[src/rtl/lp_clk_pkg.sv]
package lp_clk_pkg;

  typedef enum logic [1:0] {
    SRC_PLL  = 2'd0,
    SRC_MAIN = 2'd1,
    SRC_SUB  = 2'd2
  } src_e;

  typedef enum logic [2:0] {
    ST_RUN,
    ST_SLEEP,
    ST_TBT,
    ST_WATCH,
    ST_STOP,
    ST_WAKE
  } st_e;

  localparam logic [3:0] CODE_SLEEP = 4'd3;
  localparam logic [3:0] CODE_TBT   = 4'd4;
  localparam logic [3:0] CODE_WATCH = 4'd5;
  localparam logic [3:0] CODE_STOP  = 4'd6;

  typedef struct packed {
    logic cpu;
    logic per;
    logic tbt;
    logic wtc;
    logic pll;
    logic mosc;
    logic sosc;
  } en_t;

  // run codes: 0,1,2 plain; 8,9,10 intermittent
  function automatic logic is_run_code(logic [3:0] c);
    return (c[1:0] != 2'd3) && (c[2] == 1'b0);
  endfunction

  function automatic logic is_stby_code(logic [3:0] c);
    return (c == CODE_SLEEP) || (c == CODE_TBT) ||
           (c == CODE_WATCH) || (c == CODE_STOP);
  endfunction

endpackage

[src/rtl/lp_tick_gen.sv]
module lp_tick_gen #(
  parameter int MAIN_DIV = 2,
  parameter int SUB_DIV  = 4
) (
  input  logic clk_i,
  input  logic rst_ni,
  input  logic sub_tick_i,
  output logic main_tick_o,
  output logic sub_div_tick_o
);

  if (MAIN_DIV > 1) begin : g_main
    localparam int MW = $clog2(MAIN_DIV);
    localparam logic [MW-1:0] MTOP = MW'(MAIN_DIV - 1);
    logic [MW-1:0] ph_q;
    always_ff @(posedge clk_i or negedge rst_ni) begin
      if (!rst_ni)          ph_q <= '0;
      else if (ph_q == MTOP) ph_q <= '0;
      else                   ph_q <= ph_q + MW'(1);
    end
    assign main_tick_o = (ph_q == MTOP);
  end else begin : g_main_pass
    assign main_tick_o = 1'b1;
  end

  if (SUB_DIV > 1) begin : g_sub
    localparam int SW = $clog2(SUB_DIV);
    localparam logic [SW-1:0] STOP_PH = SW'(SUB_DIV - 1);
    logic [SW-1:0] ph_q;
    always_ff @(posedge clk_i or negedge rst_ni) begin
      if (!rst_ni) ph_q <= '0;
      else if (sub_tick_i) ph_q <= (ph_q == STOP_PH) ? '0 : ph_q + SW'(1);
    end
    assign sub_div_tick_o = sub_tick_i && (ph_q == STOP_PH);
  end else begin : g_sub_pass
    assign sub_div_tick_o = sub_tick_i;
  end

endmodule

[src/rtl/lp_mode_fsm.sv]
module lp_mode_fsm
  import lp_clk_pkg::*;
#(
  parameter int CNT_W    = 16,
  parameter int STAB_MIN = 16
) (
  input  logic             clk_i,
  input  logic             rst_ni,
  input  logic             cmd_we_i,
  input  logic [3:0]       cmd_i,
  input  logic             wake_i,
  input  logic             sub_tick_i,
  input  logic             sub_div_tick_i,
  input  logic [CNT_W-1:0] stab_i,
  output st_e              st_o,
  output src_e             src_o,
  output logic             intm_o,
  output logic [3:0]       mode_o
);

  localparam logic [CNT_W-1:0] LIM_MIN = CNT_W'(STAB_MIN);

  st_e              st_q, st_d;
  src_e             src_q, src_d, pend_src_q, pend_src_d, new_src;
  logic             intm_q, intm_d, pend_intm_q, pend_intm_d;
  logic             pend_q, pend_d;
  logic [CNT_W-1:0] cnt_q, cnt_d, lim;

  assign lim     = (stab_i < LIM_MIN) ? LIM_MIN : stab_i;
  assign new_src = src_e'(cmd_i[1:0]);

  always_comb begin
    st_d        = st_q;
    src_d       = src_q;
    intm_d      = intm_q;
    pend_d      = pend_q;
    pend_src_d  = pend_src_q;
    pend_intm_d = pend_intm_q;
    cnt_d       = cnt_q;
    unique case (st_q)
      ST_RUN: begin
        if (cmd_we_i && is_stby_code(cmd_i)) begin
          pend_d = 1'b0;
          unique case (cmd_i)
            CODE_SLEEP: st_d = ST_SLEEP;
            CODE_TBT:   st_d = ST_TBT;
            CODE_WATCH: st_d = ST_WATCH;
            default:    st_d = ST_STOP;
          endcase
        end else if (cmd_we_i && is_run_code(cmd_i)) begin
          // slow-source moves wait for the divided boundary
          if ((new_src != src_q) && ((new_src == SRC_SUB) || (src_q == SRC_SUB))) begin
            pend_d      = 1'b1;
            pend_src_d  = new_src;
            pend_intm_d = cmd_i[3];
          end else begin
            pend_d = 1'b0;
            src_d  = new_src;
            intm_d = cmd_i[3];
          end
        end else if (pend_q && sub_div_tick_i) begin
          pend_d = 1'b0;
          src_d  = pend_src_q;
          intm_d = pend_intm_q;
        end
      end
      ST_SLEEP, ST_TBT, ST_WATCH: if (wake_i) st_d = ST_RUN;
      ST_STOP: if (wake_i) begin
        st_d  = ST_WAKE;
        cnt_d = '0;
      end
      ST_WAKE: if (sub_tick_i) begin
        if (cnt_q == lim - CNT_W'(1)) begin
          st_d  = ST_RUN;
          cnt_d = '0;
        end else begin
          cnt_d = cnt_q + CNT_W'(1);
        end
      end
      default: st_d = ST_RUN;
    endcase
  end

  always_ff @(posedge clk_i or negedge rst_ni) begin
    if (!rst_ni) begin
      st_q        <= ST_RUN;
      src_q       <= SRC_MAIN;
      intm_q      <= 1'b0;
      pend_q      <= 1'b0;
      pend_src_q  <= SRC_MAIN;
      pend_intm_q <= 1'b0;
      cnt_q       <= '0;
    end else begin
      st_q        <= st_d;
      src_q       <= src_d;
      intm_q      <= intm_d;
      pend_q      <= pend_d;
      pend_src_q  <= pend_src_d;
      pend_intm_q <= pend_intm_d;
      cnt_q       <= cnt_d;
    end
  end

  always_comb begin
    unique case (st_q)
      ST_RUN:   mode_o = {intm_q, 1'b0, src_q};
      ST_SLEEP: mode_o = CODE_SLEEP;
      ST_TBT:   mode_o = CODE_TBT;
      ST_WATCH: mode_o = CODE_WATCH;
      default:  mode_o = CODE_STOP;
    endcase
  end

  assign st_o   = st_q;
  assign src_o  = src_q;
  assign intm_o = intm_q;

endmodule

[src/rtl/lp_en_decode.sv]
module lp_en_decode
  import lp_clk_pkg::*;
(
  input  st_e  st_i,
  input  src_e src_i,
  input  logic intm_i,
  input  logic acc_i,
  input  logic main_tick_i,
  input  logic sub_div_tick_i,
  output en_t  en_o
);

  logic base, pll_on, mosc_on;

  always_comb begin
    unique case (src_i)
      SRC_PLL:  base = 1'b1;
      SRC_MAIN: base = main_tick_i;
      SRC_SUB:  base = sub_div_tick_i;
      default:  base = 1'b0;
    endcase
  end

  assign pll_on  = (src_i == SRC_PLL);
  assign mosc_on = (src_i != SRC_SUB);

  always_comb begin
    en_o = '0;
    unique case (st_i)
      ST_RUN: begin
        en_o.cpu  = base && (!intm_i || acc_i);
        en_o.per  = base;
        en_o.tbt  = 1'b1;
        en_o.wtc  = 1'b1;
        en_o.pll  = pll_on;
        en_o.mosc = mosc_on;
        en_o.sosc = 1'b1;
      end
      ST_SLEEP: begin
        en_o.per  = base;
        en_o.tbt  = 1'b1;
        en_o.wtc  = 1'b1;
        en_o.pll  = pll_on;
        en_o.mosc = mosc_on;
        en_o.sosc = 1'b1;
      end
      ST_TBT: begin
        en_o.tbt  = 1'b1;
        en_o.wtc  = 1'b1;
        en_o.mosc = mosc_on;
        en_o.sosc = 1'b1;
      end
      ST_WATCH: begin
        en_o.wtc  = 1'b1;
        en_o.sosc = 1'b1;
      end
      ST_WAKE: begin
        en_o.pll  = pll_on;
        en_o.mosc = mosc_on;
        en_o.sosc = 1'b1;
      end
      default: en_o = '0;
    endcase
  end

endmodule

[src/rtl/lp_clk_ctrl.sv]
module lp_clk_ctrl
  import lp_clk_pkg::*;
#(
  parameter int CNT_W    = 16,
  parameter int STAB_MIN = 16,
  parameter int MAIN_DIV = 2,
  parameter int SUB_DIV  = 4
) (
  input  logic             clk_i,
  input  logic             rst_ni,
  input  logic             cmd_we_i,
  input  logic [3:0]       cmd_i,
  input  logic             wake_i,
  input  logic             acc_i,
  input  logic             sub_tick_i,
  input  logic [CNT_W-1:0] stab_i,
  output logic             cpu_en_o,
  output logic             per_en_o,
  output logic             tbt_en_o,
  output logic             watch_en_o,
  output logic             pll_en_o,
  output logic             mosc_en_o,
  output logic             sosc_en_o,
  output logic [3:0]       mode_o,
  output logic [1:0]       src_o,
  output logic             busy_o
);

  logic main_tick, sub_div_tick, intm;
  st_e  st;
  src_e src;
  en_t  en;

  lp_tick_gen #(.MAIN_DIV(MAIN_DIV), .SUB_DIV(SUB_DIV)) u_tick (
    .clk_i          (clk_i),
    .rst_ni         (rst_ni),
    .sub_tick_i     (sub_tick_i),
    .main_tick_o    (main_tick),
    .sub_div_tick_o (sub_div_tick)
  );

  lp_mode_fsm #(.CNT_W(CNT_W), .STAB_MIN(STAB_MIN)) u_fsm (
    .clk_i          (clk_i),
    .rst_ni         (rst_ni),
    .cmd_we_i       (cmd_we_i),
    .cmd_i          (cmd_i),
    .wake_i         (wake_i),
    .sub_tick_i     (sub_tick_i),
    .sub_div_tick_i (sub_div_tick),
    .stab_i         (stab_i),
    .st_o           (st),
    .src_o          (src),
    .intm_o         (intm),
    .mode_o         (mode_o)
  );

  lp_en_decode u_dec (
    .st_i           (st),
    .src_i          (src),
    .intm_i         (intm),
    .acc_i          (acc_i),
    .main_tick_i    (main_tick),
    .sub_div_tick_i (sub_div_tick),
    .en_o           (en)
  );

  assign cpu_en_o   = en.cpu;
  assign per_en_o   = en.per;
  assign tbt_en_o   = en.tbt;
  assign watch_en_o = en.wtc;
  assign pll_en_o   = en.pll;
  assign mosc_en_o  = en.mosc;
  assign sosc_en_o  = en.sosc;
  assign src_o      = src;
  assign busy_o     = (st == ST_WAKE);

endmodule

[config.mk]
export PLATFORM = sky130hd
export DESIGN_NAME = lp_clk_ctrl
export DESIGN_NICKNAME = d
export VERILOG_FILES = /design/src/rtl/lp_clk_pkg.sv /design/src/rtl/lp_tick_gen.sv /design/src/rtl/lp_mode_fsm.sv /design/src/rtl/lp_en_decode.sv /design/src/rtl/lp_clk_ctrl.sv
export SDC_FILE = /design/constraint.sdc
export NUM_CORES = 1
export LEC_CHECK = 0
export ABC_AREA = 1
export BUFFER_PORTS_ARGS = -buffer_cell sky130_fd_sc_hd__buf_2
export CAP_MARGIN = 20
export CORE_AREA = 2 2 95 97
export CTS_CLUSTER_DIAMETER = 40
export CTS_CLUSTER_SIZE = 30
export DETAILED_ROUTE_END_ITERATION = 10
export DIE_AREA = 0 0 97 99
export PLACE_DENSITY = 0.57
export SLEW_MARGIN = 20
export SYNTH_ARGS = -nofsm -noshare
export SYNTH_HDL_FRONTEND = slang
export SYNTH_SLANG_ARGS = --single-unit
[constraint.sdc]
create_clock -name clk_i -period 3.8 [get_ports clk_i]
set_clock_uncertainty 0.05 [all_clocks]
set_input_delay 0 -clock clk_i [delete_from_list [all_inputs] [get_ports clk_i]]
set_output_delay 0 -clock clk_i [all_outputs]
set_load 0.01 [all_outputs]
# Word level (Yosys, flattened, before mapping)
# Cells that the tools add are included.
# totals
ff_bits	29
in_bits	26
out_inout_bits	14
# op_classes
bitwise_logic	2
n_addsub	4
muxes	33
eq_ne	23
reduce_logical	30
order_cmp	1
# ops
op	count
16-bit 2-to-1 mux	4
16-bit case mux with 2 select lines	1
16-bit by 1-bit adder with 16-bit output, second input constant	1
16-bit == test	1
16-bit by 5-bit less-than comparator with 1-bit output, second input constant	1
4-bit case mux with 4 select lines	1
16-bit by 1-bit subtractor with 16-bit output, second input constant	1
1-bit 2-to-1 mux	15
3-bit 2-to-1 mux	5
2-bit != test, second input constant	7
4-bit by 3-bit == test with 1-bit output, second input constant	3
3-bit case mux with 4 select lines	1
3-bit case mux with 3 select lines	1
3-bit OR reduction	3
2-bit 2-to-1 mux	4
4-bit AND reduction	2
4-bit OR reduction	2
1-bit logical AND	7
2-bit == test, second input constant	3
3-bit by 2-bit == test with 1-bit output, second input constant	2
3-bit == test, second input constant	2
1-bit logical OR	5
5-bit AND reduction	1
5-bit OR reduction	1
17 further kinds	19

# Logic depth before layout (Yosys ltp)
# Gate-level depths: netlist of run 1.
# logic_depth
depth_word	7
depth_mapped	19
mapped_depth_nobuf	18

# By module
# Synthesis of run 1 repeated with hierarchy kept, for this count alone.
# unflattened
hier_cells	367
hier_area_um2	2412.3
# modules_own_cells
mod	seq_area_each_um2	area_per_inst_um2	cells_each	instances
lp_mode_fsm	653.1	2173.3	326	1
lp_tick_gen	75.1	128.9	15	1
lp_en_decode	0.0	100.1	24	1
lp_clk_ctrl	0.0	10.0	2	1

# Worst setup path before layout of run 1
# Ideal clock, no wire load.
# synth_timing
kind	input to register
start	input stab_i[13]
end	register u_fsm.cnt_q[10]
path_buffers	2
t_arrival_ns	1.847
cell_stages	18
required_ns	3.610
setup_slack_ns	1.763
setup_time_ns	0.140
cell_sequence	nor2_1 > nand2_1 > nor2_4 > nand2_4 > buf_6 > nand2_1 > ha_1 > xor2_1 > nand2_1 > nor2_1 > nand3_1 > nor2_1 > nand2_1 > nor2_2 > nand3_2 > nand2_4 > buf_12 > a21oi_2
# synth_via
elab_chain_len	7
# synth_lines
item	line	source
from (decl)	lp_clk_ctrl.sv:16	input logic [CNT_W-1:0] stab_i,
16-bit by 5-bit less-than comparator with 1-bit output	lp_mode_fsm.sv:29	assign lim = (stab_i < LIM_MIN) ? LIM_MIN : stab_i;
16-bit 2-to-1 mux (*)	lp_mode_fsm.sv:29	
16-bit by 1-bit subtractor with 16-bit output (*)	lp_mode_fsm.sv:73	if (cnt_q == lim - CNT_W'(1)) begin
16-bit == test (*)	lp_mode_fsm.sv:73	
16-bit 2-to-1 mux (*)	lp_mode_fsm.sv:73	
16-bit 2-to-1 mux (*)	lp_mode_fsm.sv:72	ST_WAKE: if (sub_tick_i) begin
16-bit case mux with 2 select lines (*)	lp_mode_fsm.sv:40	unique case (st_q)
to (signal assigned)	lp_mode_fsm.sv:100	cnt_q <= cnt_d;
to (decl)	lp_mode_fsm.sv:27	logic [CNT_W-1:0] cnt_q, cnt_d, lim;
# Mark *: on every way between the ends. The rest lies on a longest branch, timed or not. The select of a mux whose other input is x is not followed.
# A chain may end at the register's enable or synchronous reset.

# Final worst setup path of run 1
# layout_timing
start	input stab_i[9]
end	register u_fsm.st_q[2], in the netlist u_fsm.st_o[2]
# layout_via
elab_chain_len	6
# layout_lines
item	line	source
16-bit by 5-bit less-than comparator with 1-bit output	lp_mode_fsm.sv:29	
16-bit 2-to-1 mux (*)	lp_mode_fsm.sv:29	
16-bit by 1-bit subtractor with 16-bit output (*)	lp_mode_fsm.sv:73	
16-bit == test (*)	lp_mode_fsm.sv:73	
2-bit by 1-bit != test with 1-bit output (no line) (*)	--	
5-bit AND reduction (no line) (*)	--	
to (signal assigned)	lp_mode_fsm.sv:94	st_q <= st_d;
to (decl)	lp_mode_fsm.sv:23	st_e st_q, st_d;
# Mark *: on every way between the ends. The rest lies on a longest branch, timed or not.

==> run metrics, run 1 <==
clk slew on worst S/H paths 70 ps; placed inst area 2773 µm²; Nets 442; Synth Register Bits 29; DP Worst Slack 1321 ps; power share of the sequential group 31.4%; Worst setup EP type flip-flop; CTS tree built; clk_lat worst skew 280 ps; status finished clean; Fin. Hold Viols 0; buffer depth of the longest clock path 2; Internal 0.8217 mW; ys async rst share 100.0%; WHS 22.05 ps; worst slew pin tran 837.6 ps; clock network fraction of total power 23.7%; ANT nets after route 0; post-synthesis adder-cell area fraction 1.508%; largest family of logic cells by synthesized area simple AND/OR/NAND/NOR gates; DIE WIDTH 97 µm; setup ws final 1584 ps; DRC viols 0; Compound-Gate Fraction of Synth Area 12.51%; Die Ht 99 µm; Antenna Diode Count 0; sequential area share after synthesis 29.25%; CP max stage cell ha_1; max incr delay on CP 240 ps; period utilization 58.32%; row count 34; Post-Syn Area 2490 µm²; vias in the first global route 2182; crit path kind input pin to flip-flop; Startpoint Class input pin; vias per cell 4.590; largest net degree at the start of global routing 30; DPL Wire Length 4683 µm; CTS buffer count 5; post-DR wirelength/cell 11.41 µm; WHS Endpoint u_fsm.pend_src_q[1]; post-synth top area cell dfrtp_1; PwrDens 489.4 nW/µm²; initial antenna violation count 0; Worst R2R Setup Slack 1610 ps; Port Buffers 39; ranking of synthesized cells by area dfrtp_1 27%, nand2_1 13%, inv_1 8.6%; max_slew headroom 43.82%; most frequent cells in the layout 89 x nand2_1, 57 x inv_1, 39 x nor2_1, 39 x buf_2, 28 x nand3_1; simple-gate portion of the synthesized area 38.49%; GRT overflow 0; Synth top area share 27.14%; crit path DAT 2340 ps; Sink Count 29; number of detailed-route iterations in the first pass 4; first-pass GRT wire length 10080 µm; syn_nets 397; Worst Hold Class input pin to flip-flop; setup violators final 0; fillers 924; post-synthesis xor/xnor area fraction 6.683%; Final Slew Violations 0; core area 8551 µm²; cell family with most CP delay simple AND/OR/NAND/NOR gates; Lkg Pwr 1.434 nW; WL final 5955 µm; cells on worst reg2reg path 9; final critical-path required period 2216 ps; worst-path fanout max 19; Post-Synthesis Cells 368; worst-path cell chain buf_2 > nor2_2 > nand2_2 > nor2_4 > nand2_4 > nand2_1 > ha_1 > xor2_1 > nand2_1 > nor2_1 > nand3_1 > nor2_1 > nand2_1 > nor2_2 > nand3_2 > nand2_4 > nand3_2 > nand2_1 > nand2_1; Sw Ratio 42.68%; RR Endpoint u_fsm.cnt_q[9]; initial core utilization 29.12%; Hold Path Depth 3; f_max 0.4512 GHz; drt initial violations 128; Post-Layout Inst Area 2929 µm²; r2r startpoint u_fsm.st_o[2]; Unique masters post-synth 35; Total GRT Usage 12.59%; # IOs 40; total power 1.433 mW; Psw 0.6117 mW; most common cell after layout, fill and taps aside nand2_1; H-tree depth 2; Area Growth Syn to Fin 17.64%; number of synthesized flops with an enable pin 0; number of setup buffers added after CTS 0; vias after detailed routing 2396; ratio of cells with drive above 1 in the final layout 21.26%; Top cell by count, worst path nand2_1; VDD IR-drop max 0.4350 mV; synth warn 0; most used flip-flop cell after synthesis dfrtp_1; mux cell area share after synthesis 0.4523%; DIE AREA 9603 µm²; post-synthesis area per instance 6.766 µm²; unrepaired setup endpoints after global routing false; Setup TNS 0 ps; CTS root buf clkbuf_8; max cap viols 0; GPL Wtd Cong 0.8462; Comb pwr share 44.9%; Worst Path Required 3920 ps; Buf/Inv on CP 1; critical hold path startpoint cmd_i[1]
[worst max path at each step]
stage,startpoint,to,slack (ps),depth (start not counted)
after floorplan,stab_i[13],u_fsm.cnt_q[10],1760,18
after global placement,stab_i[9],u_fsm.st_o[1],1360,19
after detailed placement,stab_i[9],u_fsm.st_o[2],1320,19
after CTS,u_fsm.st_o[2],u_fsm.cnt_q[9],1610,9
after global routing,stab_i[13],u_fsm.st_o[2],1360,19
final,stab_i[9],u_fsm.st_o[2],1580,19
[layer usage]
| layer | track usage (%) | part of all wire (%) |
|---|---|---|
| met1 | 17.37 | 51 |
| met2 | 20.62 | 43 |
| met3 | 2.057 | 4.8 |
| met4 | 3.250 | 1.1 |
| met5 | 0 | 0 |
[cells in the mapped netlist (4+ instances only)]
cell type / count
nor2_1: 39
nor3_1: 6
nand4_1: 10
nand3b_1: 5
o21ai_0: 14
nor4_1: 4
inv_1: 57
nand2_1: 89
xor2_1: 14
nand3_2: 4
a21oi_1: 13
nor2_2: 7
nand3_1: 28
a21oi_2: 10
xnor2_1: 5
nand2_2: 5
dfrtp_1: 27
[metrics by stage]
stage	utilization, %	std cells
after global placement	32.43	510
after floorplan	-	368
final	34.26	522
after CTS	34.26	522
after global routing	34.26	522
after detailed placement	32.43	510
[cell type report]
cell class	instances	area (µm²)	area share [%]
timing repair buffer	44	242.7	8.287
tap	108	135.1	4.613
sequential	29	728.2	24.86
clock buffer	7	86.33	2.947
inverter	59	221.5	7.561
clock inverter	1	30.03	1.025
multi-input combinational	274	1485	50.70
[sequential cells by signal, summed over array words and instances (netlist names)]
signal,flops
u_fsm.src_o,2
u_tick.g_sub.ph_q,2
u_tick.main_tick_o,1
u_fsm.pend_intm_q,1
u_fsm.intm_o,1
u_fsm.cnt_q,16
u_fsm.st_o,3
u_fsm.pend_src_q,2
u_fsm.pend_q,1
[cells by family after synthesis]
group                    count (synthesis)
AO/OA/AOI/OAI                           48
adder cells (fa/ha/maj)                  3
buffers and inverters                   65
flip-flops                              29
multiplexers                             1
XOR/XNOR                                19
AND/OR/NAND/NOR                        203
[repair_timing]
| item | 4_1_cts | 5_1_grt |
|---|---|---|
| resized for setup | 0 | 0 |
| hold buffers | 4 | 0 |
| endpoints found under the hold margin | 31 | 0 |
[worst register-to-register path, stage by stage, from the launching register on]
cell and delay, ps:
dfrtp_1 500, inv_1 200, nor2_4 240, nand2_1 100
o21ai_2 80, buf_4 330, nand4_1 190, nor2_1 150
xor2_1 190, a21oi_2 40
[power groups by stage]
stage               clock network [mW]  logic (mW)  registers [mW]
floorplan                            0       0.459           0.432
global placement                     0       0.630           0.456
detailed placement                   0       0.640           0.454
CTS                              0.343       0.647           0.450
global route                     0.350       0.728           0.459
finish                           0.339       0.644           0.450
Power figures use the tool's default switching activity.
==> run 2: changes to the inputs <==
- PLACE_DENSITY: 0.57 -> 0.58
- clock period: 3.8 -> 2 ns (I/O delays scaled with it)
==> run 2 against run 1 <==
Register-to-register slack worse by 1400 ps. Wire length is 6.6% higher. Design area is 9.4% higher. Hold slack better by 10 ps. Count of clock-buffer cells in the layout is 2 lower. Global-route usage is 0.86 points higher. Setup slack worse by 1400 ps. Via count is 6.4% higher. Highest routed layer unchanged. Critical path depth is 8 lower. Critical path type is now flip-flop to flip-flop. Combinational power is 120% higher. Sequential power is 90% higher.
==> run metrics, run 2 (same netlist as run 1, synthesis figures left out) <==
status finished clean (unchanged); WL final 6346 µm (was 5955 µm); setup ws final 161.9 ps (was 1584 ps); clk slew on worst S/H paths 70 ps (about the same); GPL Wtd Cong 0.8365 (was 0.8462); ANT nets after route 0 (unchanged); Final Slew Violations 0 (unchanged); CTS tree built (unchanged); crit path kind flip-flop to flip-flop (was input pin to flip-flop); FF+latch area 729.5 µm² (was 728.2 µm²); # IOs 40 (unchanged); core area 8551 µm² (unchanged); DPL Wire Length 5085 µm (was 4683 µm); Total GRT Usage 13.45% (was 12.59%); buffer depth of the longest clock path 2 (unchanged); PwrDens 846.7 nW/µm² (was 489.4 nW/µm²); vias after detailed routing 2550 (was 2396); GRT overflow 0 (unchanged); Port Buffers 39 (unchanged); DP Cell Count 542 (was 510); Sink Count 29 (unchanged); GR Util met3 2.411% (was 2.057%); most common cell after layout, fill and taps aside nand2_1 (unchanged); Fin. Hold Viols 0 (unchanged); final cell count without fillers 556 (was 522); f_max 0.5440 GHz; placed inst area 3040 µm² (was 2773 µm²); M2 GR Usage 23.99% (was 20.62%); number of detailed-route iterations in the first pass 4 (unchanged); DP Worst Slack -182.7 ps (was 1321 ps); Worst Path Required 2120 ps (was 3920 ps); initial antenna violation count 0 (unchanged); largest register by flop count u_fsm.cnt_q (unchanged); worst slew pin tran 684.6 ps (was 837.6 ps); Area Growth Syn to Fin 28.69% (was 17.64%); crit path DAT 1960 ps (was 2340 ps); area occupied by multi-input gates 1521 µm² (was 1485 µm²); Antenna Diode Count 0 (unchanged); setup violators final 0 (unchanged); post-DR wirelength/cell 11.41 µm (about the same); largest net degree at the start of global routing 30 (unchanged); CTS root buf clkbuf_8 (unchanged); Lkg Pwr 1.591 nW (was 1.434 nW); Nets 476 (was 442); initial core utilization 29.12% (unchanged); Die Ht 99 µm (unchanged); DIE AREA 9603 µm² (unchanged); vias per cell 4.586 (was 4.590); max cap viols 0 (unchanged); max_slew headroom 54.36% (was 43.82%); gr busiest metal met2 (unchanged); fillers 907 (was 924); Largest register FFs 16 (unchanged); Post-Layout Inst Area 3204 µm² (was 2929 µm²); Setup TNS 0 ps (unchanged); final critical-path required period 1838 ps; clk_lat worst skew 280 ps (about the same); first-pass GRT wire length 10870 µm (was 10080 µm); row count 34 (unchanged); met1 Track Usage GR 16.61% (was 17.37%); Worst setup EP type flip-flop (unchanged); drt initial violations 108 (was 128); unrepaired setup endpoints after global routing true (was false); vias in the first global route 2468 (was 2182); worst-path fanout max 6 (was 19); H-tree depth 2 (unchanged); period utilization 91.91%; Worst Hold Class input pin to flip-flop (unchanged); VDD IR-drop max 0.6974 mV (was 0.4350 mV); DRC viols 0 (unchanged); Startpoint Class flip-flop (was input pin); total power 2.713 mW (was 1.433 mW); ratio of cells with drive above 1 in the final layout 29.02% (was 21.26%); DIE WIDTH 97 µm (unchanged); CTS buffer count 5 (unchanged); most frequent cells in the layout 88 x nand2_1, 57 x inv_1, 39 x buf_2 (was 89 x nand2_1, 57 x inv_1, 39 x nor2_1, 39 x buf_2, 28 x nand3_1)
## run 2: power by group
group	switching (mW)	leakage [nW]	total (mW)	internal, mW
logic	0.834	1.17	1.39	0.554
registers	0.128	0.379	0.856	0.727
clock network	0.230	0.0439	0.469	0.240
total	1.19	1.59	2.71	1.52
## run 2: final timing paths
path | startpoint | to | slack [ps] | cells after the start
hold / removal | cmd_i[1] | u_fsm.pend_src_q[1] | 30 | 3
setup reg to reg | u_fsm.st_o[1] | u_fsm.cnt_q[10] | 160 | 11
min in group asynchronous | rst_ni | u_fsm.cnt_q[10] | 240 | 2
setup / recovery | u_fsm.st_o[1] | u_fsm.cnt_q[10] | 160 | 11
max in group asynchronous | rst_ni | u_fsm.st_o[0] | 1170 | 2
hold reg to reg | u_tick.main_tick_o | u_tick.main_tick_o | 370 | 1
## run 2: repair_timing
item                                    CTS  global route
gates resized for setup                   0             6
hold buffers                              4             0
setup buffers                             0             2
endpoints found under the setup margin    0            12
hold endpoints to repair                 30             0
## run 2: cell type report
cell class | count | area share, %
multi-input cells | 274 | 47.48
flip-flops and latches | 29 | 22.76
repair buffers | 78 | 15.93
inverters | 59 | 6.911
well taps | 108 | 4.217
clock buffers | 5 | 2.148
clock inverters | 3 | 0.5467
## run 2: critical path, stage by stage (launching register included)
cell,delay (ps)
dfrtp_1,460
nor2_1,140
inv_1,80
nor2_4,90
nand2_1,60
o21ai_2,80
inv_1,110
nor2_2,160
nand3_1,170
nor2_1,150
xnor2_1,150
a21oi_2,40
## run 2: routing by layer
metal,vias to the layer above,share of wire (%),routed length [µm]
met4,0,1.9,119
met1,1152,46,2947
met2,43,48,3062
met3,10,3.4,217
li1,1345,-,-
met5,-,0,0
## run 2: metrics by stage
| stage | hold WS (ps) | utilization (%) |
|---|---|---|
| 2_1_floorplan | -345.6 | - |
| 3_3_place_gp | 22.54 | 35.56 |
| 3_5_place_dp | 28.98 | 35.56 |
| 4_1_cts | 24.55 | 37.04 |
| 5_1_grt | 74.82 | 37.47 |
| 6_report | 32.06 | 37.47 |
